**src/rtl/eid_pkg.sv**
```systemverilog
package eid_pkg;

    localparam logic [7:0] ADDR_PEND = 8'hAB;
    localparam logic [7:0] ADDR_RISE = 8'hAC;
    localparam logic [7:0] ADDR_FALL = 8'hAD;
    localparam logic [7:0] ADDR_POL  = 8'hAE;
    localparam logic [7:0] ADDR_EN   = 8'hAF;

    // trigger mode is {rise_sel, fall_sel}
    typedef enum logic [1:0] {
        MODE_LEVEL = 2'b00,
        MODE_FALL  = 2'b01,
        MODE_RISE  = 2'b10,
        MODE_BOTH  = 2'b11
    } trig_mode_e;

endpackage

```
**src/rtl/eid_sync.sv**
```systemverilog
module eid_sync #(
    parameter int W = 4
) (
    input  logic         clk,
    input  logic         rst_n,
    input  logic [W-1:0] pin,
    output logic [W-1:0] cur,
    output logic [W-1:0] prev
);

    typedef struct packed {
        logic [W-1:0] s1;
        logic [W-1:0] s2;
        logic [W-1:0] hist;
    } sync_t;

    sync_t st_d, st_q;

    always_comb begin
        st_d      = st_q;
        st_d.s1   = pin;
        st_d.s2   = st_q.s1;
        st_d.hist = st_q.s2;
    end

    always_ff @(posedge clk or negedge rst_n) begin
        if (!rst_n) st_q <= '0;
        else        st_q <= st_d;
    end

    assign cur  = st_q.s2;
    assign prev = st_q.hist;

endmodule

```
**src/rtl/eid_chan.sv**
```systemverilog
module eid_chan
    import eid_pkg::*;
(
    input  logic clk,
    input  logic rst_n,
    input  logic cur,
    input  logic prev,
    input  logic en,
    input  logic rise_sel,
    input  logic fall_sel,
    input  logic pol,
    input  logic clr,
    output logic pend,
    output logic irq
);

    typedef struct packed {
        logic pend;
    } chan_t;

    chan_t      st_d, st_q;
    trig_mode_e mode;
    logic       hit;

    assign mode = trig_mode_e'({rise_sel, fall_sel});

    always_comb begin
        unique case (mode)
            MODE_RISE: hit = cur & ~prev;
            MODE_FALL: hit = ~cur & prev;
            MODE_BOTH: hit = cur ^ prev;
            default:   hit = 1'b0;
        endcase

        st_d = st_q;
        if (clr)       st_d.pend = 1'b0;
        if (en && hit) st_d.pend = 1'b1;
    end

    always_ff @(posedge clk or negedge rst_n) begin
        if (!rst_n) st_q <= '0;
        else        st_q <= st_d;
    end

    assign pend = st_q.pend;
    assign irq  = en & ((mode == MODE_LEVEL) ? (cur ^ pol) : st_q.pend);

endmodule

```
**src/rtl/eid_regs.sv**
```systemverilog
module eid_regs
    import eid_pkg::*;
#(
    parameter int NCH = 4,
    parameter int AW  = 8,
    parameter int DW  = 8
) (
    input  logic           clk,
    input  logic           rst_n,
    input  logic           we,
    input  logic [AW-1:0]  addr,
    input  logic [DW-1:0]  wdata,
    input  logic [NCH-1:0] pend_in,
    output logic [NCH-1:0] en,
    output logic [NCH-1:0] rise_sel,
    output logic [NCH-1:0] fall_sel,
    output logic [NCH-1:0] pol,
    output logic [NCH-1:0] clr,
    output logic [DW-1:0]  rdata
);

    typedef struct packed {
        logic [NCH-1:0] en;
        logic [NCH-1:0] rise;
        logic [NCH-1:0] fall;
        logic [NCH-1:0] pol;
    } cfg_t;

    cfg_t st_d, st_q;
    logic unused_wdata_hi;

    assign unused_wdata_hi = ^wdata[DW-1:NCH];

    always_comb begin
        st_d = st_q;
        clr  = '0;
        if (we) begin
            if (addr == AW'(ADDR_EN))   st_d.en   = wdata[NCH-1:0];
            if (addr == AW'(ADDR_RISE)) st_d.rise = wdata[NCH-1:0];
            if (addr == AW'(ADDR_FALL)) st_d.fall = wdata[NCH-1:0];
            if (addr == AW'(ADDR_POL))  st_d.pol  = wdata[NCH-1:0];
            if (addr == AW'(ADDR_PEND)) clr       = wdata[NCH-1:0];
        end

        rdata = '0;
        if (addr == AW'(ADDR_EN))   rdata[NCH-1:0] = st_q.en;
        if (addr == AW'(ADDR_RISE)) rdata[NCH-1:0] = st_q.rise;
        if (addr == AW'(ADDR_FALL)) rdata[NCH-1:0] = st_q.fall;
        if (addr == AW'(ADDR_POL))  rdata[NCH-1:0] = st_q.pol;
        if (addr == AW'(ADDR_PEND)) rdata[NCH-1:0] = pend_in;
    end

    always_ff @(posedge clk or negedge rst_n) begin
        if (!rst_n) st_q <= '0;
        else        st_q <= st_d;
    end

    assign en       = st_q.en;
    assign rise_sel = st_q.rise;
    assign fall_sel = st_q.fall;
    assign pol      = st_q.pol;

endmodule

```
**src/rtl/ext_irq_detect.sv**
```systemverilog
module ext_irq_detect #(
    parameter int NCH = 4,
    parameter int AW  = 8,
    parameter int DW  = 8
) (
    input  logic           clk,
    input  logic           rst_n,
    input  logic [NCH-1:0] pin_in,
    input  logic           reg_we,
    input  logic [AW-1:0]  reg_addr,
    input  logic [DW-1:0]  reg_wdata,
    output logic [DW-1:0]  reg_rdata,
    output logic [NCH-1:0] irq_req
);

    logic [NCH-1:0] pin_cur, pin_prev;
    logic [NCH-1:0] cfg_en, cfg_rise, cfg_fall, cfg_pol, clr_vec;
    logic [NCH-1:0] pend_vec;

    eid_sync #(.W(NCH)) u_sync (
        .clk  (clk),
        .rst_n(rst_n),
        .pin  (pin_in),
        .cur  (pin_cur),
        .prev (pin_prev)
    );

    eid_regs #(.NCH(NCH), .AW(AW), .DW(DW)) u_regs (
        .clk     (clk),
        .rst_n   (rst_n),
        .we      (reg_we),
        .addr    (reg_addr),
        .wdata   (reg_wdata),
        .pend_in (pend_vec),
        .en      (cfg_en),
        .rise_sel(cfg_rise),
        .fall_sel(cfg_fall),
        .pol     (cfg_pol),
        .clr     (clr_vec),
        .rdata   (reg_rdata)
    );

    for (genvar ch = 0; ch < NCH; ch++) begin : g_chan
        eid_chan u_chan (
            .clk     (clk),
            .rst_n   (rst_n),
            .cur     (pin_cur[ch]),
            .prev    (pin_prev[ch]),
            .en      (cfg_en[ch]),
            .rise_sel(cfg_rise[ch]),
            .fall_sel(cfg_fall[ch]),
            .pol     (cfg_pol[ch]),
            .clr     (clr_vec[ch]),
            .pend    (pend_vec[ch]),
            .irq     (irq_req[ch])
        );
    end

endmodule

```
**config.mk**
```make
export PLATFORM = sky130hd
export DESIGN_NAME = ext_irq_detect
export DESIGN_NICKNAME = d
export VERILOG_FILES = /design/src/rtl/eid_pkg.sv /design/src/rtl/eid_sync.sv /design/src/rtl/eid_chan.sv /design/src/rtl/eid_regs.sv /design/src/rtl/ext_irq_detect.sv
export SDC_FILE = /design/constraint.sdc
export NUM_CORES = 1
export LEC_CHECK = 0
export CORE_MARGIN = 2
export CORE_UTILIZATION = 45
export DETAILED_ROUTE_END_ITERATION = 10
export GPL_TIMING_DRIVEN = 0
export PLACE_DENSITY = 0.85
export SLEW_MARGIN = 20
export SYNTH_ARGS = -nofsm -noshare
export SYNTH_HDL_FRONTEND = slang
export SYNTH_SLANG_ARGS = --single-unit
```
**constraint.sdc**
```tcl
create_clock -name clk -period 2 [get_ports clk]
set_input_delay 0.6 -clock clk [delete_from_list [all_inputs] [get_ports clk]]
set_output_delay 0.6 -clock clk [all_outputs]
set_load 0.1 [all_outputs]
```
-- Word level (Yosys, flattened, before mapping)
Index checks and enable logic that the tools add are counted.
- muxes and demuxes: 23
- bitwise operators: 28
- eq/ne operators: 17
- reduce and logical (&&, ||, !) cells: 16
- operator list (kind ; number):
    8-bit equality test (second input constant) ; 5
    4-bit two-way mux ; 7
    2-bit equality test (second input constant) ; 8
    1-bit AND ; 12
    1-bit two-way mux ; 12
    1-bit case mux with 3 select lines ; 4
    2-bit by 1-bit equality test with 1-bit output (second input constant) ; 4
    2-bit zero test ; 4
    1-bit NOT ; 8
    2-bit AND reduction ; 4
    2-bit nonzero test ; 4
    1-bit bitwise XOR ; 8
    1-bit logical AND ; 4
- logic and storage cells: 95
- register bits after elaboration: 32
- input port bits: 23
- output and inout port bits: 12

-- Longest topological paths before layout
- word-level depth: 6
- mapped depth: 5
- depth with buffers taken out: 5

-- By module
A second synthesis with hierarchy kept.
- cells, all modules: 149
- area total of the unflattened synthesis: 1801.7 um2
- modules (own cells, without submodules) (module ; seq. area each (um2) ; times used ; area an instance (um2) ; cells each):
    eid_regs ; 400.4 ; 1 ; 970.9 ; 73
    eid_chan ; 25.0 ; 4 ; 125.1 ; 15
    eid_sync ; 300.3 ; 1 ; 330.3 ; 16

-- Worst setup path before layout
No wires, ideal clock.
- path kind: input -> output
- from: input port reg_addr[1]
- to: output port reg_rdata[0]
- required time: 1.400 ns
- path buffers: 1
- setup slack: -1.182 ns
- stages: 4
- arrival: 2.582 ns
- path through: buf_2 > mux2_2 > a32oi_1 > a21oi_1
- cells in the longest elaborated chain, start to end: 6
- elaborated cells between the ends (all ways): 10
- classes of those cells: eq/ne (5); mux (5)
- ends and longest elaborated chain (item ; line ; text):
    start: declaration ; ext_irq_detect.sv:10 ; input logic [AW-1:0] reg_addr,
    8-bit equality test ; eid_regs.sv:46 ; if (addr == AW'(ADDR_EN)) rdata[NCH-1:0] = st_q.en;
    4-bit two-way mux ; eid_regs.sv:46 ;
    4-bit two-way mux ; eid_regs.sv:47 ; if (addr == AW'(ADDR_RISE)) rdata[NCH-1:0] = st_q.rise;
    4-bit two-way mux ; eid_regs.sv:48 ; if (addr == AW'(ADDR_FALL)) rdata[NCH-1:0] = st_q.fall;
    4-bit two-way mux ; eid_regs.sv:49 ; if (addr == AW'(ADDR_POL)) rdata[NCH-1:0] = st_q.pol;
    4-bit two-way mux * ; eid_regs.sv:50 ; if (addr == AW'(ADDR_PEND)) rdata[NCH-1:0] = pend_in;
    end: declaration ; ext_irq_detect.sv:12 ; output logic [DW-1:0] reg_rdata,
Every way passes the cells marked *; elsewhere a longest branch is shown, timed or not.

-- Worst setup path in the final report
- from: input port reg_addr[1]
- to: output port reg_rdata[2]
Same word-level chain as after synthesis.

==> flow_summary.ini <==
[run_status]
status = finished with violations
violations = setup timing

[global_routing]
antenna_found_initial = 0
track_usage_pct = 21.4
grt_pass1_wl_um = 6800
grt_pass1_vias = 1403
overflow = 0
grt_max_degree = 33

[setup_path]
critPathArrivalTime_ns = 1.61
worstSetupStartpointType = primary input
end_kind = output pin
worstPathRequired_ns = 1.40
timing.rr.start = u_sync.cur[3]
worstPathMaxFanout = 5
startpoint = reg_addr[1]
path_class = primary input to output pin

[yosys]
yosys_warnings = 0
synthTopCellsByArea = dfrtp_1, mux2_2, ha_1
syn_inst = 155
synth_area_mm2 = 0.00176
synth.avg_cell_area_um2 = 11.4
netlist_top_cells_count = dfrtp_1, mux2_2, nand2_1
synth_most_common_cell = dfrtp_1
synth_edf_count = 0
ys_seq_area_share_pct = 45.5
ys_ff_latch = 32
ys.flop_type = dfrtp_1
yosys.area.top_type = dfrtp_1
synthDistinctLibCells = 25
synth_top_area_share_pct = 45.5
synthArstFlopShare_pct = 100

[placement]
gp_congestion = 0.805
port_buffers = 25
dpl.hpwl_um = 2850

[sta]
setup_violations = 4
hold_viol = 0
tns_ns = -0.815
fin_crit_sh_pct = 111
rsz0062_at_grt = yes
period_minus_slack_ns = 2.21
worst_slew_pin_slew_ns = 0.710
slew_viol_final = 0
slew_headroom_pct = 52.7
finalWorstSetupSlack_ns = -0.212
max_freq_mhz = 452
fin_skew_ns = 0.00493

[job]
max_cap_violations = 0

[clocking]
clk_pin_slew_worst_paths_ns = 0.06
cts_root_buf = clkbuf_8
clk_latency_ns = 0.28
cts_tree = yes
cts_max_level = 2
cts_buffers = 5
clockBufferDepth = 2
clock-sinks = 32

[routing]
drc = 0
wl_um = 4090
drt_first_pass_iters = 4
via_count = 1350
wl_per_cell_um = 16.6
avgViaCountPerCell = 5.47
ant_nets = 0
drt_iter0_markers = 42

[die]
start_util_pct = 47.4
die_y_um = 66.5
die-area_mm2 = 0.00443
chipWidth_um = 66.5
fp.coreArea_mm2 = 0.00372
ioPinCount = 35
rows = 22

[layout]
final_layout_size_suffix_gt1_share_pct = 42.7
finalNetCount = 229
n_antenna_cell = 0
area_growth_pct = 42.2

[power]
power_mw = 1.48
powerDensity_mw_per_mm2 = 591
ir_drop_mv = 0.439
power_leakage_nw = 1.20

[worst_hold_path]
hold_path_class = register to register
hold_start = u_sync.st_d[7]
==> report_power, final <==
| group | total, mW | switching [mW] | internal [mW] |
|---|---|---|---|
| sequential | 0.705 | 0.0293 | 0.676 |
| combinational | 0.274 | 0.148 | 0.126 |
| clock | 0.500 | 0.220 | 0.280 |
==> repair_timing <==
action | CTS | global route
hold buffers | 0 | 0
pin swaps | 7 | 8
resized for setup | 94 | 18
cloned | 1 | 0
endpoints found under the setup margin | 20 | 7
buffers inserted | 7 | 3
==> cell type report <==
| class | instances | area, um2 |
|---|---|---|
| Buffer | 7 | 72.6 |
| Clock buffer | 8 | 90.1 |
| Fill cell | 264 | 1210 |
| Inverter | 12 | 45.0 |
| Multi-Input combinational cell | 104 | 1020 |
| Sequential cell | 32 | 801 |
| Tap cell | 48 | 60.1 |
| Timing Repair Buffer | 36 | 415 |
==> cells in the final DEF (no fill, tap or decap), drive strengths merged <==
cell type       n
nand2b          8
mux2           24
a21oi           8
nand4b          5
clkbuf          9
a211o           4
nand3           1
and3b           2
o21ai           4
nor2            5
buf            28
ha              8
a32oi           4
inv            12
o211a           4
nand2          13
dfrtp          32
and4b           2
dlygate4sd2     5
and4            1
conb            4
nand4           1
nor2b           2
xnor2           4
clkdlybuf4s50   9
==> flip-flops by register name (all words and copies together), names as in the netlist <==
name and flops:
g_chan.u_chan.pend 4, u_regs.en 4, u_regs.fall_sel 4, u_regs.pol 4, u_regs.rise_sel 4, u_sync.cur 4, u_sync.prev 4, u_sync.st_d 4
==> kinds of logic (layout without fill, tap and decap cells) <==
family                     after synthesis  count (layout)  share of synthesized area (%)
AOI/OAI and AO/OA                       24              24                           9.67
DFF                                     32              32                           45.5
muxes                                   24              24                           15.4
and+or+nand+nor                         40              40                           14.9
buffers and inverters                   22              63                           6.68
xor gates and xnor gates                 4               4                           1.99
adders and majority gates                8               8                           5.69
other                                    1               4                          0.213
==> per-layer routing <==
metal	global-route usage (%)	share of wire, %	vias to the layer above
li1	-	-	621
met1	24.7	39	677
met2	36.6	54	42
met3	6.42	4.9	10
met4	8.93	2.2	0
met5	0	0	-
==> final timing paths <==
| kind | to | slack (ns) | cells past startpoint |
|---|---|---|---|
| setup / recovery | reg_rdata[2] | -0.21 | 6 |
| min in group asynchronous | u_sync.st_d[7] | 0.36 | 1 |
| hold / removal | u_sync.cur[3] | 0.35 | 0 |
| max in group asynchronous | u_regs.pol[0] | 1.18 | 1 |
| hold reg to reg | u_sync.cur[3] | 0.35 | 0 |
| setup reg to reg | g_chan[3].u_chan.pend | 0.65 | 5 |
==> stage by stage <==
step / hold WS (ns) / instance area [um2] / cells / utilization (%) / worst slack, ns
floorplan: 0.304 / 1890 / 158 / - / -0.214
global placement: 0.332 / 2200 / 231 / 59.1 / -1.69
detailed placement: 0.336 / 2190 / 231 / 59.0 / -1.70
CTS: 0.349 / 2430 / 246 / 65.3 / -0.255
global route: 0.359 / 2500 / 247 / 67.4 / -0.233
finish: 0.347 / 2500 / 247 / 67.4 / -0.212
==> critical path: stages <==
cell,delay [ns]
buf_8,0.11
buf_8,0.13
mux2_4,0.31
a32oi_4,0.20
a21oi_4,0.09
buf_12,0.17
No activity file was read; power rests on OpenSTA's default activity.
